[src/rtl/diag_irq_pkg.sv]
// Package: shared constants and helpers for the diagnostic interrupt bank.
// Assumes byte-wide registers and conditions packed from bit 7 downwards.
package diag_irq_pkg;
    localparam int BYTE_W = 8;

    // Mask of the implemented bits in one byte of a kind (alarm or warning).
    // Condition n of a kind sits in byte n/8, at bit 7-(n%8).
    function automatic logic [BYTE_W-1:0] valid_mask(int unsigned byte_in_kind,
                                                     int unsigned n_cond);
        logic [BYTE_W-1:0] m;
        m = '0;
        for (int unsigned b = 0; b < BYTE_W; b++) begin
            if ((byte_in_kind * BYTE_W + b) < n_cond)
                m[BYTE_W-1-b] = 1'b1;
        end
        return m;
    endfunction
endpackage

[src/rtl/dib_offset_ptr.sv]
// Module: burst offset pointer.
// The pointer loads on a start strobe and otherwise steps by one on each
// accepted access. Wrap-around is the natural overflow of AW bits.
// Assumes load and adv are never high together (the top resolves priority).
module dib_offset_ptr #(
    parameter int AW = 8
) (
    input  logic          clk,
    input  logic          rst_n,
    input  logic          load,
    input  logic [AW-1:0] load_val,
    input  logic          adv,
    output logic [AW-1:0] ptr
);
    // Pointer register: load, step or hold.
    always_ff @(posedge clk) begin
        if (!rst_n)
            ptr <= '0;
        else if (load)
            ptr <= load_val;
        else if (adv)
            ptr <= ptr + AW'(1);
    end
endmodule

[src/rtl/dib_enable_regs.sv]
// Module: interrupt enable bytes, one register per byte. Reserved bits are
// masked on write, so they always read 0.
// Assumes the first N_BYTES/2 bytes are alarms and the rest are warnings.
module dib_enable_regs
    import diag_irq_pkg::*;
#(
    parameter int N_BYTES = 4,
    parameter int N_COND  = 10
) (
    input  logic                           clk,
    input  logic                           rst_n,
    input  logic [N_BYTES-1:0]             wr_sel,
    input  logic [BYTE_W-1:0]              wdata,
    output logic [N_BYTES-1:0][BYTE_W-1:0] en_q
);
    localparam int BPK = N_BYTES / 2;

    for (genvar k = 0; k < N_BYTES; k++) begin : g_byte
        localparam logic [BYTE_W-1:0] MASK = valid_mask(k % BPK, N_COND);
        // Enable byte k: write masked data when selected.
        always_ff @(posedge clk) begin
            if (!rst_n)
                en_q[k] <= '0;
            else if (wr_sel[k])
                en_q[k] <= wdata & MASK;
        end
    end
endmodule

[src/rtl/dib_latch_cells.sv]
// Module: sticky latch bytes.
// A bit sets while its enable and flag are both 1, and is cleared by a 1 in
// the clear byte. Set wins over clear in the same cycle, which gives the
// re-evaluation after a clear. Also reduces all latches to the fault line.
// Assumes clr is already qualified by the write decode.
module dib_latch_cells
    import diag_irq_pkg::*;
#(
    parameter int N_BYTES = 4,
    parameter int N_COND  = 10
) (
    input  logic                           clk,
    input  logic                           rst_n,
    input  logic [N_BYTES-1:0][BYTE_W-1:0] en,
    input  logic [N_BYTES-1:0][BYTE_W-1:0] stat,
    input  logic [N_BYTES-1:0][BYTE_W-1:0] clr,
    output logic [N_BYTES-1:0][BYTE_W-1:0] lat_q,
    output logic                           any_set
);
    localparam int BPK = N_BYTES / 2;

    for (genvar k = 0; k < N_BYTES; k++) begin : g_byte
        localparam logic [BYTE_W-1:0] MASK = valid_mask(k % BPK, N_COND);
        logic [BYTE_W-1:0] nxt;
        // Next latch byte: keep the bits not cleared, then add the live sources.
        always_comb nxt = ((lat_q[k] & ~clr[k]) | (en[k] & stat[k])) & MASK;
        // Latch byte register.
        always_ff @(posedge clk) begin
            if (!rst_n)
                lat_q[k] <= '0;
            else
                lat_q[k] <= nxt;
        end
    end

    // Fault line: any latch bit set.
    always_comb any_set = |lat_q;
endmodule

[src/rtl/dib_read_port.sv]
// Module: read decode and registered read data.
// Enable bytes sit at BASE_OFS.., latch bytes follow them, and every other
// offset reads 0. Assumes rd_acc has already lost priority to start/write.
module dib_read_port
    import diag_irq_pkg::*;
#(
    parameter int AW       = 8,
    parameter int BASE_OFS = 248,
    parameter int N_BYTES  = 4
) (
    input  logic                           clk,
    input  logic                           rst_n,
    input  logic                           rd_acc,
    input  logic [AW-1:0]                  ptr,
    input  logic [N_BYTES-1:0][BYTE_W-1:0] en,
    input  logic [N_BYTES-1:0][BYTE_W-1:0] lat,
    output logic [BYTE_W-1:0]              rd_data
);
    logic [BYTE_W-1:0] sel;

    // Byte select: match the pointer against each implemented offset.
    always_comb begin
        sel = '0;
        for (int k = 0; k < N_BYTES; k++) begin
            if (ptr == AW'(BASE_OFS + k))
                sel = en[k];
            if (ptr == AW'(BASE_OFS + N_BYTES + k))
                sel = lat[k];
        end
    end

    // Read data register: capture on an accepted read, hold otherwise.
    always_ff @(posedge clk) begin
        if (!rst_n)
            rd_data <= '0;
        else if (rd_acc)
            rd_data <= sel;
    end
endmodule

[src/rtl/diag_irq_bank.sv]
// Module: diagnostic alarm/warning interrupt latch bank (top).
// Host byte port with an auto-incrementing pointer. Enable bytes sit at
// BASE_OFS.., latch bytes right after them, and fault_o is high while any
// latch is set. Priority: start beats write, and write beats read.
// Assumes flag inputs are synchronous to clk.
module diag_irq_bank
    import diag_irq_pkg::*;
#(
    parameter int AW       = 8,
    parameter int BASE_OFS = 248,
    parameter int N_COND   = 10
) (
    input  logic                              clk,
    input  logic                              rst_n,
    input  logic [((N_COND+7)/8)*BYTE_W-1:0]  alarm_stat,
    input  logic [((N_COND+7)/8)*BYTE_W-1:0]  warn_stat,
    input  logic                              start_vld,
    input  logic [AW-1:0]                     start_ofs,
    input  logic                              wr_vld,
    input  logic [BYTE_W-1:0]                 wr_data,
    input  logic                              rd_vld,
    output logic [BYTE_W-1:0]                 rd_data,
    output logic                              fault_o
);
    localparam int BPK      = (N_COND + 7) / 8;
    localparam int N_BYTES  = 2 * BPK;
    localparam int LAT_BASE = BASE_OFS + N_BYTES;

    logic                           wr_acc;
    logic                           rd_acc;
    logic [AW-1:0]                  ptr;
    logic [N_BYTES-1:0]             en_wsel;
    logic [N_BYTES-1:0][BYTE_W-1:0] en_q;
    logic [N_BYTES-1:0][BYTE_W-1:0] lat_q;
    logic [N_BYTES-1:0][BYTE_W-1:0] stat_b;
    logic [N_BYTES-1:0][BYTE_W-1:0] clr_b;

    // Access qualification: start wins, then write, then read.
    always_comb begin
        wr_acc = wr_vld && !start_vld;
        rd_acc = rd_vld && !wr_vld && !start_vld;
    end

    for (genvar k = 0; k < N_BYTES; k++) begin : g_map
        // Write decode for the enable byte and the latch clear byte.
        assign en_wsel[k] = wr_acc && (ptr == AW'(BASE_OFS + k));
        assign clr_b[k]   = (wr_acc && (ptr == AW'(LAT_BASE + k))) ? wr_data : '0;
        // Flag byte k: alarm bytes first, then warning bytes, high byte first.
        if (k < BPK) begin : g_alarm
            assign stat_b[k] = alarm_stat[(BPK-1-k)*BYTE_W +: BYTE_W];
        end else begin : g_warn
            assign stat_b[k] = warn_stat[(N_BYTES-1-k)*BYTE_W +: BYTE_W];
        end
    end

    dib_offset_ptr #(.AW(AW)) u_ptr (
        .clk      (clk),
        .rst_n    (rst_n),
        .load     (start_vld),
        .load_val (start_ofs),
        .adv      (wr_acc || rd_acc),
        .ptr      (ptr)
    );

    dib_enable_regs #(.N_BYTES(N_BYTES), .N_COND(N_COND)) u_en (
        .clk    (clk),
        .rst_n  (rst_n),
        .wr_sel (en_wsel),
        .wdata  (wr_data),
        .en_q   (en_q)
    );

    dib_latch_cells #(.N_BYTES(N_BYTES), .N_COND(N_COND)) u_lat (
        .clk     (clk),
        .rst_n   (rst_n),
        .en      (en_q),
        .stat    (stat_b),
        .clr     (clr_b),
        .lat_q   (lat_q),
        .any_set (fault_o)
    );

    dib_read_port #(.AW(AW), .BASE_OFS(BASE_OFS), .N_BYTES(N_BYTES)) u_rd (
        .clk     (clk),
        .rst_n   (rst_n),
        .rd_acc  (rd_acc),
        .ptr     (ptr),
        .en      (en_q),
        .lat     (lat_q),
        .rd_data (rd_data)
    );
endmodule

[config.mk]
export PLATFORM = sky130hd
export DESIGN_NAME = diag_irq_bank
export DESIGN_NICKNAME = d
export VERILOG_FILES = /design/src/rtl/diag_irq_pkg.sv /design/src/rtl/dib_offset_ptr.sv /design/src/rtl/dib_enable_regs.sv /design/src/rtl/dib_latch_cells.sv /design/src/rtl/dib_read_port.sv /design/src/rtl/diag_irq_bank.sv
export SDC_FILE = /design/constraint.sdc
export NUM_CORES = 1
export LEC_CHECK = 0
export BUFFER_PORTS_ARGS = -buffer_cell sky130_fd_sc_hd__buf_4
export CAP_MARGIN = 20
export CORE_ASPECT_RATIO = 1.75
export CORE_MARGIN = 10
export CORE_UTILIZATION = 34
export DETAILED_ROUTE_END_ITERATION = 8
export GPL_TIMING_DRIVEN = 0
export PLACE_DENSITY_LB_ADDON = 0.08
export SLEW_MARGIN = 20
export SYNTH_ARGS = -nofsm -noshare
export SYNTH_HDL_FRONTEND = slang
export SYNTH_HIERARCHICAL = 1
export SYNTH_SLANG_ARGS = --single-unit
[constraint.sdc]
create_clock -name clk -period 2.8 [get_ports clk]
set_input_delay 0.28 -clock clk [delete_from_list [all_inputs] [get_ports clk]]
set_output_delay 0.28 -clock clk [all_outputs]
set_load 0.03 [all_outputs]
==> impl_metrics.yaml, run 1 <==
status:
  status: "finished clean"
cts:
  h-tree-depth: 2
  cts_hold_buf: 0
  cts-resized-gates: 0
  cts_root_buffer: "clkbuf_16"
  postCtsSetupRepairBufs: 0
  clock-sinks: 56
  worstSkewPairLatency_ns: 0.30
  numCtsBuffers: 5
  clk_pin_slew_ns: 0.07
  cts_buffer_depth: 2
  cts_tree: "built"
critical_path:
  r2r_slack_ns: 0.66
  cpLargestDelayFamily: "simple AND/OR/NAND/NOR gates"
  path_depth: 5
  ff2ff_path_depth: 5
  setup.worst_path.end_class: "flop"
  cp.arrival_ns: 2.32
  crit_slowest_cell: "dfxtp_1"
  worstReg2RegEnd: "u_lat/lat_q[21]"
  crit_fanout: 14
  crit_chain: "buf_2 > nand2_1 > nor4_1 > nand2b_1 > a21boi_0"
  rr_startpoint: "u_ptr/ptr[2]"
  cp_num_buf_inv: 1
  cp-start-kind: "flop"
  cp.required_ns: 2.98
  crit_type: "flop to flop"
  max_stage_delay_ns: 0.76
grt:
  grt_max_degree: 17
  grt_pass1_wl_mm: 18.2
  track_usage_pct: 14.9
  gr-total-overflow: 0
  antenna_found_initial: 0
  grt_pass1_vias: 3460
routing:
  wl_mm: 11.4
  initialDrtViolationCount: 150
  antenna_left: 0
  drc: 0
  wl_per_cell_um: 18.0
  drt_first_pass_iters: 4
  vias: 3222
  via_per_inst: 5.10
sta:
  fin_skew_ns: 0.00677
  max_freq_mhz: 467
  rsz0062_at_grt: "no"
  setup_violations: 0
  period_needed_ns: 2.14
  worstMarginPinSlew_ns: 0.682
  fin_crit_sh_pct: 76.5
  tns_ns: 0
  timing.slew.headroom_pct: 54.5
  hold_violations: 0
  hold_slack_ns: 0.235
  drv_slew: 0
power:
  power_density_nw_per_um2: 404
  p_clk_share_pct: 37.4
  p_sw_share_pct: 26.5
  p_switching_uw: 461
  intPower_uw: 1280
  cellLeakagePower_uw: 0.00153
  combPwrFrac_pct: 15.1
  p_seq_share_pct: 47.6
  ir_worst_vdd_uv: 297
synthesis:
  synth_area_sq_um: 3560
  synth_cells: 426
  yosys_warnings: 6
  syn_avg_cell_area_sq_um: 8.36
final_layout:
  final_cell_mix: "buf_4 (75), dfxtp_1 (56), nand2_1 (53), nand2b_1 (28), nor4_1 (25)"
  n_antenna_cell: 0
  area_delta_synth_final_pct: 21.3
  final_layout_size_suffix_gt1_share_pct: 23.6
  layout_commonest_cell: "buf_4"
  instances_no_fill: 632
  final_nets: 558
flow_run:
  max_cap_violations: 0
die:
  core_area_sq_um: 10200
  fp-row-count: 49
  fp.dieH_um: 155
  io_pins: 62
  die_area_sq_um: 15100
  start_util_pct: 34.8
  die_w_um: 97.4
min_path:
  worstHoldPathType: "input pin to flop"
  min_to: "u_lat/lat_q[31]"
  holdPathStages: 3
  worstHoldStart: "warn_stat[7]"
place:
  io_buffer_count: 49
  place_hpwl_mm: 9.33
  dp.cells: 624
  gp_congestion: 0.822
## final cells by class
type | instances | area, sq um
clock buffers | 6 | 139
multi-input cells | 325 | 2110
plain buffers | 56 | 369
fillers | 1079 | 5920
well taps | 127 | 159
clock inverters | 2 | 10.0
inverters | 11 | 41.3
repair buffers | 49 | 368
flip-flops and latches | 56 | 1120
## worst max-delay path by stage
stage	slack [ns]	to	start
CTS	0.71	u_lat/lat_q[21]	u_ptr/ptr[2]
finish	0.66	u_lat/lat_q[21]	u_ptr/ptr[2]
detailed placement	0.72	u_lat/lat_q[21]	u_ptr/ptr[2]
floorplan	1.27	u_en/en_q[0]	u_ptr/ptr[5]
global placement	0.68	u_lat/lat_q[21]	u_ptr/ptr[2]
global route	0.60	u_lat/lat_q[21]	u_ptr/ptr[2]
## state kept, by name, indices dropped and copies added (netlist names)
| name | cells |
|---|---|
| u_en/en_q | 20 |
| u_lat/lat_q | 20 |
| u_ptr/ptr | 8 |
| u_rd/rd_data | 8 |
## metrics by stage
stage | setup WS [ns] | area [sq um] | power, uW | utilization, %
detailed placement | 0.723 | 4170 | 1110 | 40.7
global route | 0.595 | 4320 | 1830 | 42.2
CTS | 0.715 | 4320 | 1770 | 42.2
global placement | 0.677 | 4170 | 1110 | 40.7
finish | 0.659 | 4320 | 1740 | 42.2
floorplan | 1.27 | 3640 | 1000 | -
## metal layers
layer / up-vias / track usage, % / share of wire [%] / wire (um)
li1: 1638 / - / - / -
met1: 1502 / 14.6 / 37 / 4240
met2: 67 / 29.9 / 56 / 6410
met3: 15 / 2.13 / 3.4 / 382
met4: 0 / 5.91 / 2.8 / 320
met5: - / 0 / 0 / 0
## power groups by stage
| stage | logic [uW] | clock network [uW] | registers [uW] |
|---|---|---|---|
| after CTS | 262 | 676 | 829 |
| after global routing | 293 | 705 | 832 |
| after detailed placement | 262 | 0 | 848 |
| after floorplan | 164 | 0 | 838 |
| final | 263 | 651 | 829 |
| after global placement | 260 | 0 | 848 |
## worst register-to-register path, cell delays in order (launching register included)
cell and delay [ns]:
dfxtp_1 0.76, buf_2 0.37, nand2_1 0.17, nor4_1 0.47, nand2b_1 0.18, a21boi_0 0.09
No activity file was read; power rests on OpenSTA's default activity.
==> run 2: changes to the inputs <==
--- a/config.mk
+++ b/config.mk
@@ -5,6 +5,7 @@
 export SDC_FILE = /design/constraint.sdc
 export NUM_CORES = 1
 export LEC_CHECK = 0
+export ABC_AREA = 1
 export BUFFER_PORTS_ARGS = -buffer_cell sky130_fd_sc_hd__buf_4
 export CAP_MARGIN = 20
 export CORE_ASPECT_RATIO = 1.75
==> constraint.sdc (replaced) <==
create_clock -name clk -period 1.8 [get_ports clk]
set_input_delay 0.18 -clock clk [delete_from_list [all_inputs] [get_ports clk]]
set_output_delay 0.18 -clock clk [all_outputs]
set_load 0.03 [all_outputs]
==> impl_metrics.yaml, run 2 <==
die:
  core_area_sq_um: 10200
  start_util_pct: 34.5
  fp-row-count: 49
  die_area_sq_um: 15000
  io_pins: 62
  fp.dieH_um: 155
  die_w_um: 97.0
sta:
  fin_crit_sh_pct: 93.6
  rsz0062_at_grt: "no"
  drv_slew: 0
  hold_violations: 0
  fin_skew_ns: 0.00469
  hold_slack_ns: 0.131
  max_freq_mhz: 594
  setup_violations: 0
  timing.slew.headroom_pct: 29.4
  period_needed_ns: 1.68
  worstMarginPinSlew_ns: 1.05
final_layout:
  area_delta_synth_final_pct: 24.0
  final_nets: 679
  final_cell_mix: "nand2_1 (137), nor2_1 (85), buf_4 (79), inv_1 (62), dfxtp_1 (48)"
  n_antenna_cell: 0
  reg_top3: "u_en/en_q (20), u_lat/lat_q (20)"
  final_layout_size_suffix_gt1_share_pct: 24.0
  layout_commonest_cell: "nand2_1"
routing:
  vias: 3440
  drc: 0
  via_per_inst: 4.57
  antenna_left: 0
  initialDrtViolationCount: 140
  wl_mm: 11.4
  wl_per_cell_um: 15.1
  drt_first_pass_iters: 4
power:
  p_sw_share_pct: 25.3
  intPower_uw: 1980
  p_switching_uw: 670
  ir_worst_vdd_uv: 435
  power_density_nw_per_um2: 606
  cellLeakagePower_uw: 0.00202
  p_seq_share_pct: 48.4
  combPwrFrac_pct: 11.4
  p_total_uw: 2650
  p_clk_share_pct: 40.1
critical_path:
  cp.arrival_ns: 1.92
  max_stage_delay_ns: 0.40
  cp_num_buf_inv: 2
  cpLargestDelayFamily: "simple AND/OR/NAND/NOR gates"
  setup.worst_path.end_class: "flop"
  cp-start-kind: "flop"
  crit_fanout: 10
  crit_chain: "nand2_1 > nor2_2 > buf_6 > buf_4 > nand3_1 > nand4_1 > nor2_1 > nand4_1 > nand2_1 > a21oi_1"
  crit_slowest_cell: "dfxtp_2"
  cp.required_ns: 2.04
  crit_type: "flop to flop"
cts:
  worstSkewPairLatency_ns: 0.30
  cts_buffer_depth: 2
  clock-sinks: 56
  h-tree-depth: 2
  clk_pin_slew_ns: 0.07
  cts_root_buffer: "clkbuf_16"
  numCtsBuffers: 5
  cts_tree: "built"
place:
  io_buffer_count: 49
  gp_congestion: 0.809
  place_hpwl_mm: 8.87
grt:
  antenna_found_initial: 0
  grt_pass1_wl_mm: 17.9
  grt_max_degree: 16
  gr-total-overflow: 0
  grt_pass1_vias: 3469
  track_usage_pct: 15.0
status:
  status: "finished clean"
synthesis:
  syn_avg_cell_area_sq_um: 6.51
  yosys_warnings: 6
  synth_cells: 542
  synth_area_sq_um: 3530
flow_run:
  max_cap_violations: 0
min_path:
  worstHoldPathType: "input pin to flop"
[run 2: cell count changes in the layout (fill, tap and decap cells not counted), sizes merged, moves of 14 or more]
cell | previous run | this run
nand2 | 53 | 148
nor2 | 10 | 99
inv | 11 | 70
a21oi | 4 | 48
nand3 | 8 | 46
nor4 | 29 | 0
nand2b | 28 | 0
mux2i | 22 | 0
a21boi | 20 | 0
nor2b | 20 | 0
o22ai | 15 | 0
o221ai | 14 | 0
[run 2: metal layers]
layer / track usage [%] / vias to the layer above / part of all wire (%)
li1: - / 1809 / -
met1: 14.3 / 1568 / 38
met2: 30.3 / 51 / 57
met3: 2.59 / 12 / 3.2
met4: 5.65 / 0 / 2.4
met5: 0 / - / 0
[run 2: final timing paths]
check,slack [ns],endpoint,cells past startpoint,start
setup reg to reg,0.12,u_rd/rd_data[6],10,u_ptr/ptr[5]
hold / removal,0.13,u_lat/lat_q[31],3,warn_stat[7]
setup / recovery,0.12,u_rd/rd_data[6],10,u_ptr/ptr[5]
hold reg to reg,0.47,u_rd/rd_data[5],2,u_rd/rd_data[5]
[run 2: area by class of cell]
| type | instances | area [sq um] |
|---|---|---|
| multi-input combinational | 402 | 1950 |
| sequential | 56 | 1130 |
| buffer | 36 | 309 |
| clock buffer | 7 | 153 |
| fill | 1114 | 5860 |
| inverter | 70 | 263 |
| tap | 127 | 159 |
| timing repair buffer | 54 | 405 |
[run 2: power groups by stage]
| stage | Combinational [uW] | Clock (uW) | Sequential [uW] |
|---|---|---|---|
| finish | 303 | 1060 | 1280 |
| global route | 340 | 1120 | 1290 |
| CTS | 305 | 1100 | 1280 |
| detailed placement | 298 | 0 | 1310 |
| global placement | 296 | 0 | 1310 |
| floorplan | 179 | 0 | 1300 |
[run 2: what timing repair did]
item,in CTS,in global routing
pin swaps,2,0
endpoints found under the hold margin,0,0
setup endpoints to repair,8,8
hold buffers,0,0
cloned,0,0
gates resized for setup,9,8
buffers inserted,5,0
[run 2: worst reg2reg max path, delay by kind of cell, from the launching register on]
| family | cells | cell delay (ns) |
|---|---|---|
| compound gates | 1 | 0.14 |
| buf+inv | 2 | 0.37 |
| flops | 1 | 0.40 |
| simple gates | 7 | 0.71 |
[run 2: through the flow]
step | instances | setup TNS (ns) | setup slack [ns] | utilization (%) | instance area (sq um)
after CTS | 752 | 0 | 0.00421 | 42.6 | 4360
after global routing | 752 | 0 | 0.00604 | 42.7 | 4380
after floorplan | 564 | 0 | 0.330 | - | 3610
final | 752 | 0 | 0.115 | 42.7 | 4380
after detailed placement | 740 | -1.48 | -0.243 | 40.4 | 4140
after global placement | 740 | -1.38 | -0.240 | 40.4 | 4140
==> run 3: changes to the inputs <==
--- a/config.mk
+++ b/config.mk
@@ -14,6 +14,7 @@
 export DETAILED_ROUTE_END_ITERATION = 8
 export GPL_TIMING_DRIVEN = 0
 export PLACE_DENSITY_LB_ADDON = 0.08
+export SKIP_CTS_REPAIR_TIMING = 1
 export SLEW_MARGIN = 20
 export SYNTH_ARGS = -nofsm -noshare
 export SYNTH_HDL_FRONTEND = slang
==> constraint.sdc (replaced) <==
create_clock -name clk -period 2.1 [get_ports clk]
set_input_delay 0.21 -clock clk [delete_from_list [all_inputs] [get_ports clk]]
set_output_delay 0.21 -clock clk [all_outputs]
set_load 0.03 [all_outputs]
==> impl_metrics.yaml, run 3 (same netlist as run 2, synthesis figures left out) <==
status:
  status: "finished clean"
power:
  p_seq_share_pct: 48.5
  p_switching_uw: 568
  p_clk_share_pct: 40.2
  intPower_uw: 1690
  ir_worst_vdd_uv: 364
  combPwrFrac_pct: 11.3
  cellLeakagePower_uw: 0.00199
  p_sw_share_pct: 25.1
  power_density_nw_per_um2: 524
place:
  place_area_sq_um: 4140
  place_hpwl_mm: 8.87
  gp_congestion: 0.809
  pre_cts_ws_ns: 0.0574
  io_buffer_count: 49
die:
  die_area_sq_um: 15000
  core_area_sq_um: 10200
  io_pins: 62
  fp.dieH_um: 155
  start_util_pct: 34.5
  fp-row-count: 49
  die_w_um: 97.0
routing:
  initialDrtViolationCount: 143
  antenna_left: 0
  drc: 0
  drt_first_pass_iters: 5
  via_per_inst: 4.55
  vias: 3408
  wl_mm: 11.3
  wl_per_cell_um: 15.1
min_path:
  min_to: "u_lat/lat_q[31]"
  worstHoldPathType: "input pin to flop"
  holdPathStages: 3
  worstHoldStart: "warn_stat[7]"
critical_path:
  cp.arrival_ns: 2.16
  crit_fanout: 8
  crit_chain: "nand2_1 > nor2_2 > nand3_1 > nand4_1 > nor2_1 > nand4_1 > nand2_1 > a21oi_1"
  cp_num_buf_inv: 0
  setup.worst_path.end_class: "flop"
  cp-start-kind: "flop"
  crit_type: "flop to flop"
  cpLargestDelayFamily: "simple AND/OR/NAND/NOR gates"
  r2r_slack_ns: 0.17
  rr_startpoint: "u_ptr/ptr[3]"
  ff2ff_path_depth: 8
  cp.required_ns: 2.34
  worstReg2RegEnd: "u_rd/rd_data[6]"
  max_stage_delay_ns: 0.53
  crit_slowest_cell: "dfxtp_1"
cts:
  numCtsBuffers: 5
  clk_pin_slew_ns: 0.07
  cts_tree: "built"
  cts_buffer_depth: 2
  clock-sinks: 56
  cts_root_buffer: "clkbuf_16"
  worstSkewPairLatency_ns: 0.30
  h-tree-depth: 2
sta:
  setup_violations: 0
  worstMarginPinSlew_ns: 1.03
  hold_violations: 0
  period_needed_ns: 1.93
  worst_slack_ns: 0.174
  timing.slew.headroom_pct: 30.7
  fin_skew_ns: 0.00463
  rsz0062_at_grt: "no"
  drv_slew: 0
  hold_slack_ns: 0.161
  fin_crit_sh_pct: 91.7
  max_freq_mhz: 519
  tns_ns: 0
grt:
  gr-total-overflow: 0
  track_usage_pct: 14.9
  grt_pass1_vias: 3421
  antenna_found_initial: 0
  grt_pass1_wl_mm: 17.8
  grt_max_degree: 16
final_layout:
  final_nets: 676
  final_layout_size_suffix_gt1_share_pct: 22.2
  area_delta_synth_final_pct: 22.4
  multiInputGateArea_sq_um: 1930
  final_cell_mix: "nand2_1 (138), nor2_1 (85), buf_4 (76), inv_1 (63), dfxtp_1 (55)"
  layout_commonest_cell: "nand2_1"
  n_antenna_cell: 0
  fillers: 1118
  regArea_sq_um: 1120
  reg_top3: "u_en/en_q (20), u_lat/lat_q (20)"
  design_area_sq_um: 4320
flow_run:
  max_cap_violations: 0
## run 3: cell types whose count changed in the layout (fill, tap and decap cells not counted), sizes merged
cell  previous run  this run
buf             90        87
## run 3: how the worst max path moves through the flow
stage	start	end	slack [ns]	cells past startpoint
detailed placement	u_ptr/ptr[2]	u_rd/rd_data[6]	0.06	6
CTS	u_ptr/ptr[2]	u_rd/rd_data[6]	0.04	6
global placement	u_ptr/ptr[2]	u_rd/rd_data[6]	0.06	6
floorplan	u_ptr/ptr[0]	u_rd/rd_data[0]	0.63	7
finish	u_ptr/ptr[3]	u_rd/rd_data[6]	0.17	8
global route	u_ptr/ptr[3]	u_rd/rd_data[2]	0.03	8
## run 3: area by class of cell
class,instances,area share (%)
multi-input combinational,402,44.7
sequential,56,26.0
timing repair buffer,51,8.86
buffer,36,7.16
inverter,70,6.08
tap,127,3.68
clock buffer,7,3.53
## run 3: worst reg2reg max path, cell delays in order, from the launching register on
cell     delay [ns]
dfxtp_1        0.53
nand2_1        0.26
nor2_2         0.40
nand3_1        0.14
nand4_1        0.12
nor2_1         0.06
nand4_1        0.14
nand2_1        0.08
a21oi_1        0.14
## run 3: power by group through the flow
| stage | combinational [uW] | sequential (uW) | clock, uW |
|---|---|---|---|
| after floorplan | 153 | 1120 | 0 |
| after global placement | 253 | 1120 | 0 |
| after detailed placement | 256 | 1120 | 0 |
| after CTS | 256 | 1100 | 942 |
| after global routing | 286 | 1100 | 961 |
| final | 255 | 1100 | 909 |
## run 3: stage by stage
stage / utilization [%] / instances / total power [uW]
2_1_floorplan: - / 564 / 1270
3_3_place_gp: 40.4 / 740 / 1380
3_5_place_dp: 40.4 / 740 / 1380
4_1_cts: 41.9 / 747 / 2300
5_1_grt: 42.2 / 749 / 2350
6_report: 42.2 / 749 / 2260
## run 3: layer usage
layer  global-route usage [%]  part of all wire (%)  vias to the layer above
met4                     5.65                   2.7                        0
met5                        0                     0                        -
met2                     30.0                    57                       52
met1                     14.3                    38                     1542
met3                     2.59                   2.8                       14
li1                         -                     -                     1800
